`src/rtl/scan_stim_pkg.sv`:
```
package scan_stim_pkg;
  typedef enum logic [1:0] {
    ST_IDLE  = 2'd0,
    ST_WAIT  = 2'd1,
    ST_SHIFT = 2'd2,
    ST_CAPT  = 2'd3
  } ld_state_e;
endpackage

```
`src/rtl/scan_stim_ctrl.sv`:
```
module scan_stim_ctrl
  import scan_stim_pkg::*;
#(
  parameter int P_IN = 3
) (
  input  logic clk,
  input  logic rst_n,
  input  logic test_mode,
  input  logic pat_start,
  input  logic word_valid,
  input  logic word_last,
  output logic load,
  output logic shift,
  output logic shift_en,
  output logic capture,
  output logic underrun
);
  localparam int CW = (P_IN > 1) ? $clog2(P_IN) : 1;
  localparam logic [CW-1:0] LAST_CNT = CW'(P_IN - 1);

  ld_state_e st_q, st_d;
  logic [CW-1:0] cnt_q, cnt_d;
  logic und_q, und_d;
  logic win_end;

  assign win_end = (st_q == ST_SHIFT) && (cnt_q == LAST_CNT);

  always_comb begin
    st_d  = st_q;
    cnt_d = cnt_q;
    und_d = 1'b0;
    load  = 1'b0;
    if (!test_mode) begin
      st_d = ST_IDLE;
    end else begin
      case (st_q)
        ST_IDLE: if (pat_start) st_d = ST_WAIT;
        ST_WAIT: begin
          if (word_valid) begin
            load  = 1'b1;
            st_d  = word_last ? ST_CAPT : ST_SHIFT;
            cnt_d = '0;
          end
        end
        ST_SHIFT: begin
          if (win_end) begin
            if (word_valid) begin
              load  = 1'b1;
              st_d  = word_last ? ST_CAPT : ST_SHIFT;
              cnt_d = '0;
            end else begin
              st_d  = ST_WAIT;
              und_d = 1'b1;
            end
          end else begin
            cnt_d = cnt_q + 1'b1;
          end
        end
        default: st_d = ST_IDLE;
      endcase
    end
  end

  assign shift_en = (st_q == ST_SHIFT);
  assign shift    = shift_en && !load;
  assign capture  = (st_q == ST_CAPT);
  assign underrun = und_q;

  always_ff @(posedge clk or negedge rst_n) begin
    if (!rst_n) begin
      st_q  <= ST_IDLE;
      cnt_q <= '0;
      und_q <= 1'b0;
    end else begin
      st_q  <= st_d;
      cnt_q <= cnt_d;
      und_q <= und_d;
    end
  end
endmodule

```
`src/rtl/scan_stim_head.sv`:
```
module scan_stim_head #(
  parameter int P_IN = 3
) (
  input  logic            clk,
  input  logic            rst_n,
  input  logic            load,
  input  logic            shift,
  input  logic [P_IN-1:0] slice,
  output logic [P_IN-1:0] cells,
  output logic            sout
);
  logic [P_IN-1:0] cell_q, cell_d;

  always_comb begin
    cell_d = cell_q;
    if (load) begin
      cell_d = slice;
    end else if (shift) begin
      cell_d = cell_q << 1;
    end
  end

  always_ff @(posedge clk or negedge rst_n) begin
    if (!rst_n) cell_q <= '0;
    else        cell_q <= cell_d;
  end

  assign cells = cell_q;
  assign sout  = cell_q[P_IN-1];
endmodule

```
`src/rtl/scan_stim_loader.sv`:
```
module scan_stim_loader #(
  parameter int W_IN = 32,
  parameter int N_CH = 10,
  parameter int P_IN = W_IN / N_CH,
  parameter int N_PAD = W_IN % N_CH,
  parameter int PAD_W = (N_PAD > 0) ? N_PAD : 1
) (
  input  logic                 clk,
  input  logic                 rst_n,
  input  logic                 test_mode,
  input  logic                 pat_start,
  input  logic                 word_valid,
  input  logic                 word_last,
  input  logic [W_IN-1:0]      word_data,
  output logic                 shift_en,
  output logic [N_CH-1:0]      scan_bit,
  output logic [N_CH*P_IN-1:0] cell_q,
  output logic [PAD_W-1:0]     spare_q,
  output logic                 capture,
  output logic                 underrun
);
  localparam int USED = N_CH * P_IN;

  // Reset asserts at once and leaves on a clock edge.
  logic [1:0] rsync_q;
  logic       rst_sync_n;
  always_ff @(posedge clk or negedge rst_n) begin
    if (!rst_n) rsync_q <= 2'b00;
    else        rsync_q <= {rsync_q[0], 1'b1};
  end
  assign rst_sync_n = rsync_q[1];

  logic load, shift;

  scan_stim_ctrl #(.P_IN(P_IN)) u_ctrl (
    .clk        (clk),
    .rst_n      (rst_sync_n),
    .test_mode  (test_mode),
    .pat_start  (pat_start),
    .word_valid (word_valid),
    .word_last  (word_last),
    .load       (load),
    .shift      (shift),
    .shift_en   (shift_en),
    .capture    (capture),
    .underrun   (underrun)
  );

  for (genvar j = 0; j < N_CH; j++) begin : g_chain
    scan_stim_head #(.P_IN(P_IN)) u_head (
      .clk   (clk),
      .rst_n (rst_sync_n),
      .load  (load),
      .shift (shift),
      .slice (word_data[j*P_IN +: P_IN]),
      .cells (cell_q[j*P_IN +: P_IN]),
      .sout  (scan_bit[j])
    );
  end

  if (N_PAD > 0) begin : g_spare
    logic [PAD_W-1:0] spare_r, spare_d;
    always_comb begin
      spare_d = spare_r;
      if (load) spare_d = word_data[W_IN-1:USED];
    end
    always_ff @(posedge clk or negedge rst_sync_n) begin
      if (!rst_sync_n) spare_r <= '0;
      else             spare_r <= spare_d;
    end
    assign spare_q = spare_r;
  end else begin : g_nospare
    assign spare_q = '0;
  end
endmodule

```
`config.mk`:
```
export PLATFORM = sky130hd
export DESIGN_NAME = scan_stim_loader
export DESIGN_NICKNAME = d
export VERILOG_FILES = /design/src/rtl/scan_stim_pkg.sv /design/src/rtl/scan_stim_ctrl.sv /design/src/rtl/scan_stim_head.sv /design/src/rtl/scan_stim_loader.sv
export SDC_FILE = /design/constraint.sdc
export NUM_CORES = 1
export LEC_CHECK = 0
export ABC_AREA = 1
export BUFFER_PORTS_ARGS = -buffer_cell sky130_fd_sc_hd__buf_2
export CAP_MARGIN = 20
export CORE_ASPECT_RATIO = 0.8
export CORE_MARGIN = 2
export CORE_UTILIZATION = 45
export DETAILED_ROUTE_END_ITERATION = 8
export PLACE_DENSITY = 0.78
export SLEW_MARGIN = 20
export SYNTH_ARGS = -nofsm -noshare
export SYNTH_HDL_FRONTEND = slang
export SYNTH_SLANG_ARGS = --single-unit
```
`constraint.sdc`:
```
create_clock -name clk -period 2.4 [get_ports clk]
set_clock_uncertainty 0.05 [all_clocks]
set_input_delay 0.24 -clock clk [delete_from_list [all_inputs] [get_ports clk]]
set_output_delay 0.24 -clock clk [all_outputs]
set_load 0.01 [all_outputs]
```
# Word level (Yosys, flattened, before mapping)
# Cells that the tools add are included.
# totals
register_bits	39
latchBits	0
ramBits	0
rom_bits	0
input_bits	38
memories	0
# classes
addsub	1
n_mul	0
div	0
magnitude_cmp	0
eq_ne	7
shifts	0
mux	38
n_bitwise	0
n_reduce_logical	8
# ops
op	n
2-to-1 mux 3 bit	20
2-to-1 mux 2 bit	7
!= test 3 bit (second input constant)	3
2-to-1 mux 1 bit	8
equality test 2 bit (second input constant)	3
one-hot mux 2 bit (3 select lines)	1
one-hot mux 2 bit (2 select lines)	1
nonzero test 2 bit	2
AND reduction 3 bit	1
adder 2 x 1 -> 2 bit (second input constant)	1
equality test 2 x 1 -> 1 bit (second input constant)	1
logical AND 1 bit	2
logical NOT 2 bit	1
one-hot mux 1 bit (2 select lines)	1
AND reduction 2 bit	1
logical NOT 1 bit	1

# Depth between registers and ports, before layout
# Gate-level depths: netlist of run 1.
# depth
depth_word	9
mapped_depth	10

# Cells and area by module
# From an unflattened synthesis of run 1, not the netlist that was laid out.
# unflattened
cells_unflattened	234
area_unflattened_um2	1888.1
# by_module_without_submodules
module	instances	cells_per_inst	area_per_inst_um2	seq_area_each_um2
scan_stim_head	10	17	138.9	75.1
scan_stim_ctrl	1	52	369.1	125.1
scan_stim_loader	1	12	130.1	100.1

# Least setup slack after synthesis of run 1
# No wires, ideal clock.
# synth_timing
path_kind	flip-flop to flip-flop
start	register u_ctrl.st_q[0]
end	register g_chain[1].u_head.cell_q[1]
setup_ns	0.117
t_arrival_ns	1.426
slack_ns	0.807
stages_incl_launch_ff	10
synth_period_minus_slack_ns	1.593
cell_sequence	dfrtp_1 inv_1 ha_1 buf_2 nand2_1 nand2_2 buf_2 nand3b_1 nand2_1 nand2_1
# synth_via
elab_chain_len	8
word_cells_on_any_way	10
# synth_rtl
item	line_no	rtl
start: declaration	scan_stim_ctrl.sv:21	ld_state_e st_q, st_d;
start signal: assignment	scan_stim_ctrl.sv:75	st_q <= st_d;
equality test 2 bit (*)	scan_stim_ctrl.sv:64	assign shift_en = (st_q == ST_SHIFT);
via shift_en	scan_stim_loader.sv:15	output logic shift_en,
logical AND 1 bit	scan_stim_ctrl.sv:26	assign win_end = (st_q == ST_SHIFT) && (cnt_q == LAST_CNT);
2-to-1 mux 1 bit	scan_stim_ctrl.sv:46	if (win_end) begin
one-hot mux 1 bit (2 select lines)	scan_stim_ctrl.sv:36	case (st_q)
2-to-1 mux 1 bit	scan_stim_ctrl.sv:33	if (!test_mode) begin
logical NOT 1 bit	scan_stim_ctrl.sv:65	assign shift = shift_en && !load;
logical AND 1 bit	scan_stim_ctrl.sv:65	
nonzero test 2 bit (no line)	--	
end signal: assignment	scan_stim_head.sv:25	else cell_q <= cell_d;
end: declaration	scan_stim_head.sv:12	logic [P_IN-1:0] cell_q, cell_d;
# The timed path passes the listed nets; every way through them passes the cells marked *.
# A chain may end at the register's enable or synchronous reset.

# Worst setup path in the final report of run 1
# layout_timing
start	register u_ctrl.st_q[0]
end	register g_chain[6].u_head.cell_q[2]
# layout_via
elab_chain_len	8
word_cells_on_any_way	10
# layout_rtl
item	line_no
equality test 2 bit	scan_stim_ctrl.sv:26, scan_stim_ctrl.sv:36, scan_stim_ctrl.sv:64
logical AND 1 bit	scan_stim_ctrl.sv:26
2-to-1 mux 1 bit	scan_stim_ctrl.sv:46
one-hot mux 1 bit (2 select lines)	scan_stim_ctrl.sv:36
2-to-1 mux 1 bit	scan_stim_ctrl.sv:33
logical NOT 1 bit	scan_stim_ctrl.sv:65
logical AND 1 bit	scan_stim_ctrl.sv:65
nonzero test 2 bit (no line)	--
end signal: assignment	scan_stim_head.sv:25
end: declaration	scan_stim_head.sv:12
# Parallel ways exist; a longest one is shown, timed or not.

==> metrics, run 1 <==
status finished, final reports clean; total power around 2.9 mW; Tmin final around 1900 ps; final setup TNS 0 ps; Rows 22; DR pass1 iterations 4; hold path start word_valid; Cells after Synth 284; worst hold-check path type input port to flip-flop; number of global-route vias before repair ~1600; # IOs between 80 and 90; Max Clock Freq about 530 MHz; final cell count without fillers 401; largest net degree at the start of global routing between 50 and 60; dpl hpwl roughly 3500 um; syn_nets roughly 330; Starting Density 47.61%; synth top area cells dfrtp_1 44%, nand2_1 18%, nand3_1 10%; CP required roughly 2600 ps; clk root buf clkbuf_8; placed cells about 390; Peak VDD IR about 560 uV; Final Max Tran Viols 0; DRT iter0 DRCs approximately 100; Die Ht around 67 um; register clock-pin slew on the reported worst setup and hold paths 80 ps; Power Density 1129 nW/um^2; Cell Area, Synth between 2000 and 2500 um^2; GP Congestion slightly above 0.9; Placement Setup Slack slightly above 500 ps; sequential area share after synthesis 44.07%; Hold Crit Depth 2; Critical Path Start Type flip-flop; Critical Path AT 2080 ps; reg2reg path depth 5; final hold viol count 0; Worst R2R End g_chain[6].u_head.cells[2]; synth warn 0; GRT Overall Usage between 10% and 20%; Clock Sink Count 39; Multi-input gate area about 940 um^2; Remaining Overflow, GRT 0; die width between 80 and 90 um; Area Overhead vs Synth 15.82%; vias per inst about 5; Detail Route Antenna Nets 0; Worst R2R Setup Slack 510 ps; Setup crit end kind flip-flop; Seq. cell area between 900 and 1000 um^2; Vias 1958; Seq cells post-synth 39; RSZ-0062 raised after global routing no; critical path type flip-flop to flip-flop; share of layout cells above drive strength 1 between 20% and 30%; Synth top area share 44.07%; Residual DRC 0; hold path endpoint u_ctrl.underrun; DR WL/cell about 13 um; Leak ~1.5 nW; final worst slack slightly above 500 ps; max_cap viols 0; crit-path max FO 30; Filler cells around 450; Final period util between 70% and 80%; Nets between 300 and 400; worst slew pin tran slightly below 900 ps; synthesized area per cell between 7 and 8 um^2; Ant. Diodes 0; CTS Buf Count 5; Port Buffer Count 82; CTS tree done; Final setup viols 0; first-pass GRT wire length approximately 7700 um; Unique masters post-synth 18; post-synth top area cell dfrtp_1; clock buffer depth 2; initial antenna violation count 0; Die ar. ~5500 um^2; Routed WL 5149 um; Skew-Pair Late Insertion Delay about 300 ps; CTS H-tree lvls 2; FF-to-FF Start u_ctrl.st_q[0]; Rel. slew slack approximately two fifths; Core Box Area around 4700 um^2
where the power goes:
part           switching (mW)  internal, mW  total [mW]  leakage, nW
Sequential              0.239         0.939        1.18        0.508
Combinational           0.765         0.507        1.27        0.995
Clock                   0.241         0.203       0.444       0.0412
Total                    1.25          1.65        2.90         1.54
critical path: stages, from the launching register on:
cell and delay, ps:
dfrtp_1 440, inv_1 100, ha_1 280, inv_1 680, nand3_1 170, nand2_1 110
kinds of logic after synthesis:
logic type	synth area share, %
and+or+nand+nor	38.14
buffers and inverters	13.67
DFF	44.07
AOI/OAI and AO/OA	1.130
adders and majority gates	2.825
other	0.1693
layout by cell type, fill, tap and decap left out, drive strengths merged:
cell type	synthesis	routed
a21oi	4	4
buf	32	85
clkbuf	5	6
clkinv	0	1
clkinvlp	0	1
conb	1	1
dfrtp	39	39
dlygate4sd3	0	1
ha	5	5
inv	13	13
nand2	111	111
nand3	46	46
nand3b	20	20
nor2	6	6
nor3	1	1
o21ai	1	1
Yosys cell counts, drive strengths merged:
cell type,instances
a21oi,4
nor2,6
inv,13
conb,1
dfrtp,39
nor3,1
buf,32
o21ai,1
nand3b,20
nand2,111
nand3,46
clkbuf,5
ha,5
registers in the layout (all words and copies together), names as in the netlist:
name	flops
g_chain.u_head.cells	30
rsync_q	2
spare_q	2
u_ctrl.cnt_q	2
u_ctrl.st_q	2
u_ctrl.underrun	1
through the flow:
step | hold slack, ps | area (um^2) | util [%]
6_report | 98.73 | 2565 | 55.14
5_1_grt | 118.0 | 2565 | 55.14
4_1_cts | 90.17 | 2565 | 55.14
3_5_place_dp | -24.11 | 2470 | 53.09
3_3_place_gp | -24.90 | 2470 | 53.09
2_1_floorplan | -105.6 | 2215 | -
cell type report:
type                            count  area share (%)
Timing Repair Buffer               86           17.27
Sequential cell                    39           38.10
Tap cell                           60           2.927
Clock buffer                        6           2.829
Inverter                           13           1.902
Multi-Input combinational cell    195           36.49
Clock inverter                      2          0.4878
worst max path at each step:
stage | depth (start not counted) | slack, ps | end | startpoint
floorplan | 9 | 810 | g_chain[1].u_head.cells[1] | u_ctrl.st_q[0]
global placement | 5 | 610 | g_chain[3].u_head.cells[2] | u_ctrl.st_q[0]
detailed placement | 5 | 510 | g_chain[1].u_head.cells[1] | u_ctrl.st_q[0]
CTS | 5 | 510 | g_chain[1].u_head.cells[1] | u_ctrl.st_q[0]
global route | 5 | 350 | g_chain[6].u_head.cells[2] | u_ctrl.st_q[0]
finish | 5 | 510 | g_chain[6].u_head.cells[2] | u_ctrl.st_q[0]
layer usage:
layer  global-route usage [%]  wire (um)  vias to the layer above
li1                         -          -                      993
met1                    24.83       2346                      887
met2                    29.33       2329                       70
met3                    4.878        383                        8
met4                    8.750         90                        0
met5                        0          0                        -
timing repair:
action / 4_1_cts / 5_1_grt
resized for setup: 0 / 0
hold buffers: 1 / 0
buffers inserted: 0 / 0
hold endpoints to repair: 2 / 0
(Power assumes the default switching activity.)
==> inputs of run 2 (changes only) <==
==> constraint.sdc (replaced) <==
create_clock -name clk -period 1.9 [get_ports clk]
set_clock_uncertainty 0.05 [all_clocks]
set_input_delay 0.19 -clock clk [delete_from_list [all_inputs] [get_ports clk]]
set_output_delay 0.19 -clock clk [all_outputs]
set_load 0.01 [all_outputs]
==> metrics, run 2 (same netlist as run 1, synthesis figures left out) <==
DR pass1 iterations 4 (unchanged); Routed WL 4971 um (-3.5%); GRT Overall Usage 19.38% (+0.39 points); CTS tree done; GP Congestion 0.8827 (-3.8%); Hold Crit Depth 2 (unchanged); worst hold-check path type input port to flip-flop; CP required 1660 ps (-930 ps); worst slew pin tran 808.9 ps (-82.04 ps); reg2reg path depth 8 (+3); DRT iter0 DRCs 144 (+38%); Final setup viols 0 (unchanged); Power Density 1392 nW/um^2 (+23%); share of layout cells above drive strength 1 29.28% (+0.83 points); NetSw 1.540 mW (+24%); dpl hpwl 3570 um (+1.6%); Rows 22 (unchanged); max reg flops 30 (unchanged); FF-to-FF Start u_ctrl.st_q[0]; initial antenna violation count 0 (unchanged); Setup crit end kind output port; register clock-pin slew on the reported worst setup and hold paths 70 ps (about the same); Clock Power Share 15.0% (-0.3 points); # IOs 83 (unchanged); cells along the critical path inv_1 > ha_1 > buf_4 > buf_2; Area Overhead vs Synth 18.30%; switching share of power 42.22% (-0.79 points); Starting Density 47.61% (unchanged); RSZ-0062 raised after global routing no; Die ar. 5502 um^2 (unchanged); largest net degree at the start of global routing 38 (-28%); Post-CTS Setup Inserts 0 (unchanged); max incr delay on CP 440 ps (-240 ps); status finished, final reports clean; crit path from u_ctrl.st_q[0]; clock buffer depth 2 (unchanged); most frequent cells in the layout 108 x nand2_1, 82 x buf_2, 46 x nand3_1; final hold viol count 0 (unchanged); Nets 387 (+1.0%); Final Max Tran Viols 0 (unchanged); final setup TNS 0 ps (unchanged); CTS H-tree lvls 2 (unchanged); Final period util between 80% and 90%; Skew-Pair Late Insertion Delay 280 ps (-20 ps); vias per inst 4.872 (-0.23%); commonest non-fill, non-tap cell in the layout nand2_1; Clock Sink Count 39 (unchanged); Peak VDD IR 523.6 uV (-6.4%); DR WL/cell 12.27 um (-4.4%); clk root buf clkbuf_8; Ant. Diodes 0 (unchanged); Critical Path Start Type flip-flop; die width 82.43 um (unchanged); Leak 1.576 nW (+2.0%); max_cap viols 0 (unchanged); Core Box Area 4652 um^2 (unchanged); Vias 1973 (+0.77%); Detail Route Antenna Nets 0 (unchanged); sequential share of power 40.6% (about the same); Tmin final ~1700 ps; Remaining Overflow, GRT 0 (unchanged); Max Clock Freq 587.2 MHz; critical path type flip-flop to output port; Int Pwr 2.107 mW (+28%); CTS Buf Count 5 (unchanged); Post-Route Utilization 56.32% (+1.2 points); Rel. slew slack 46.07% (+5.5 points); Residual DRC 0 (unchanged); Slowest cell on crit path dfrtp_1; Port Buffer Count 82 (unchanged); number of global-route vias before repair 1769 (+8.4%); first-pass GRT wire length 8142 um (+5.5%); Critical Path AT 1460 ps (-620 ps); Die Ht 66.75 um (unchanged); Logic pwr share 44.4% (+0.4 points); hold path start word_valid; crit-path max FO 25 (-17%)
==> run 2: cell types whose count changed in the layout (fill, tap and decap cells not counted), sizes merged <==
cell  previous run  this run
buf             85        89
==> run 2: final cells by class <==
| class | count | area, um^2 |
|---|---|---|
| Fill cell | 445 | 2032 |
| Sequential cell | 39 | 977.2 |
| Multi-Input combinational cell | 195 | 935.9 |
| Timing Repair Buffer | 90 | 498.0 |
| Tap cell | 60 | 75.07 |
| Clock buffer | 6 | 72.57 |
| Inverter | 13 | 48.80 |
| Clock inverter | 2 | 12.51 |
==> run 2: per-layer routing <==
metal	vias up	track usage [%]	part of all wire [%]	wire (um)
met5	-	0	0	0
met4	0	5.000	0.54	27
met3	7	4.472	7.5	374
met2	82	31.05	46	2297
met1	882	26.31	46	2272
li1	1002	-	-	-
==> run 2: worst paths after layout <==
| check | endpoint | slack, ps |
|---|---|---|
| max | shift_en | 200 |
| max in group asynchronous | g_chain[9].u_head.cells[0] | 980 |
| min reg2reg | rsync_q[1] | 300 |
| min | u_ctrl.underrun | 60 |
| max reg2reg | g_chain[1].u_head.cells[2] | 210 |
| min in group asynchronous | rsync_q[1] | 160 |
==> run 2: power by group through the flow <==
stage	logic (mW)	clock network [mW]	registers, mW
3_5_place_dp	1.63	0	1.50
4_1_cts	1.64	0.571	1.48
2_1_floorplan	1.17	0	1.55
3_3_place_gp	1.59	0	1.49
5_1_grt	1.86	0.603	1.54
6_report	1.62	0.547	1.48
==> run 2: through the flow <==
stage	area, um^2	setup WS (ps)	total power [mW]	std cells	hold slack, ps
CTS	2620	183.5	3.699	405	52.13
finish	2620	196.9	3.647	405	63.06
detailed placement	2525	219.0	3.131	396	-71.57
global route	2620	65.29	3.999	405	70.76
floorplan	2215	307.4	2.717	284	-155.6
global placement	2525	282.7	3.084	396	-74.50
==> run 2: worst max-delay path: cells and delay by family (launching register included) <==
| family | cells | cell delay (ps) |
|---|---|---|
| adder cells (fa/ha/maj) | 1 | 170 |
| flip-flops | 1 | 440 |
| buffers and inverters | 3 | 570 |
==> run 2: timing repair <==
item / 4_1_cts / 5_1_grt
hold buffers: 1 / 0
gates resized for setup: 0 / 0
endpoints found under the hold margin: 2 / 0
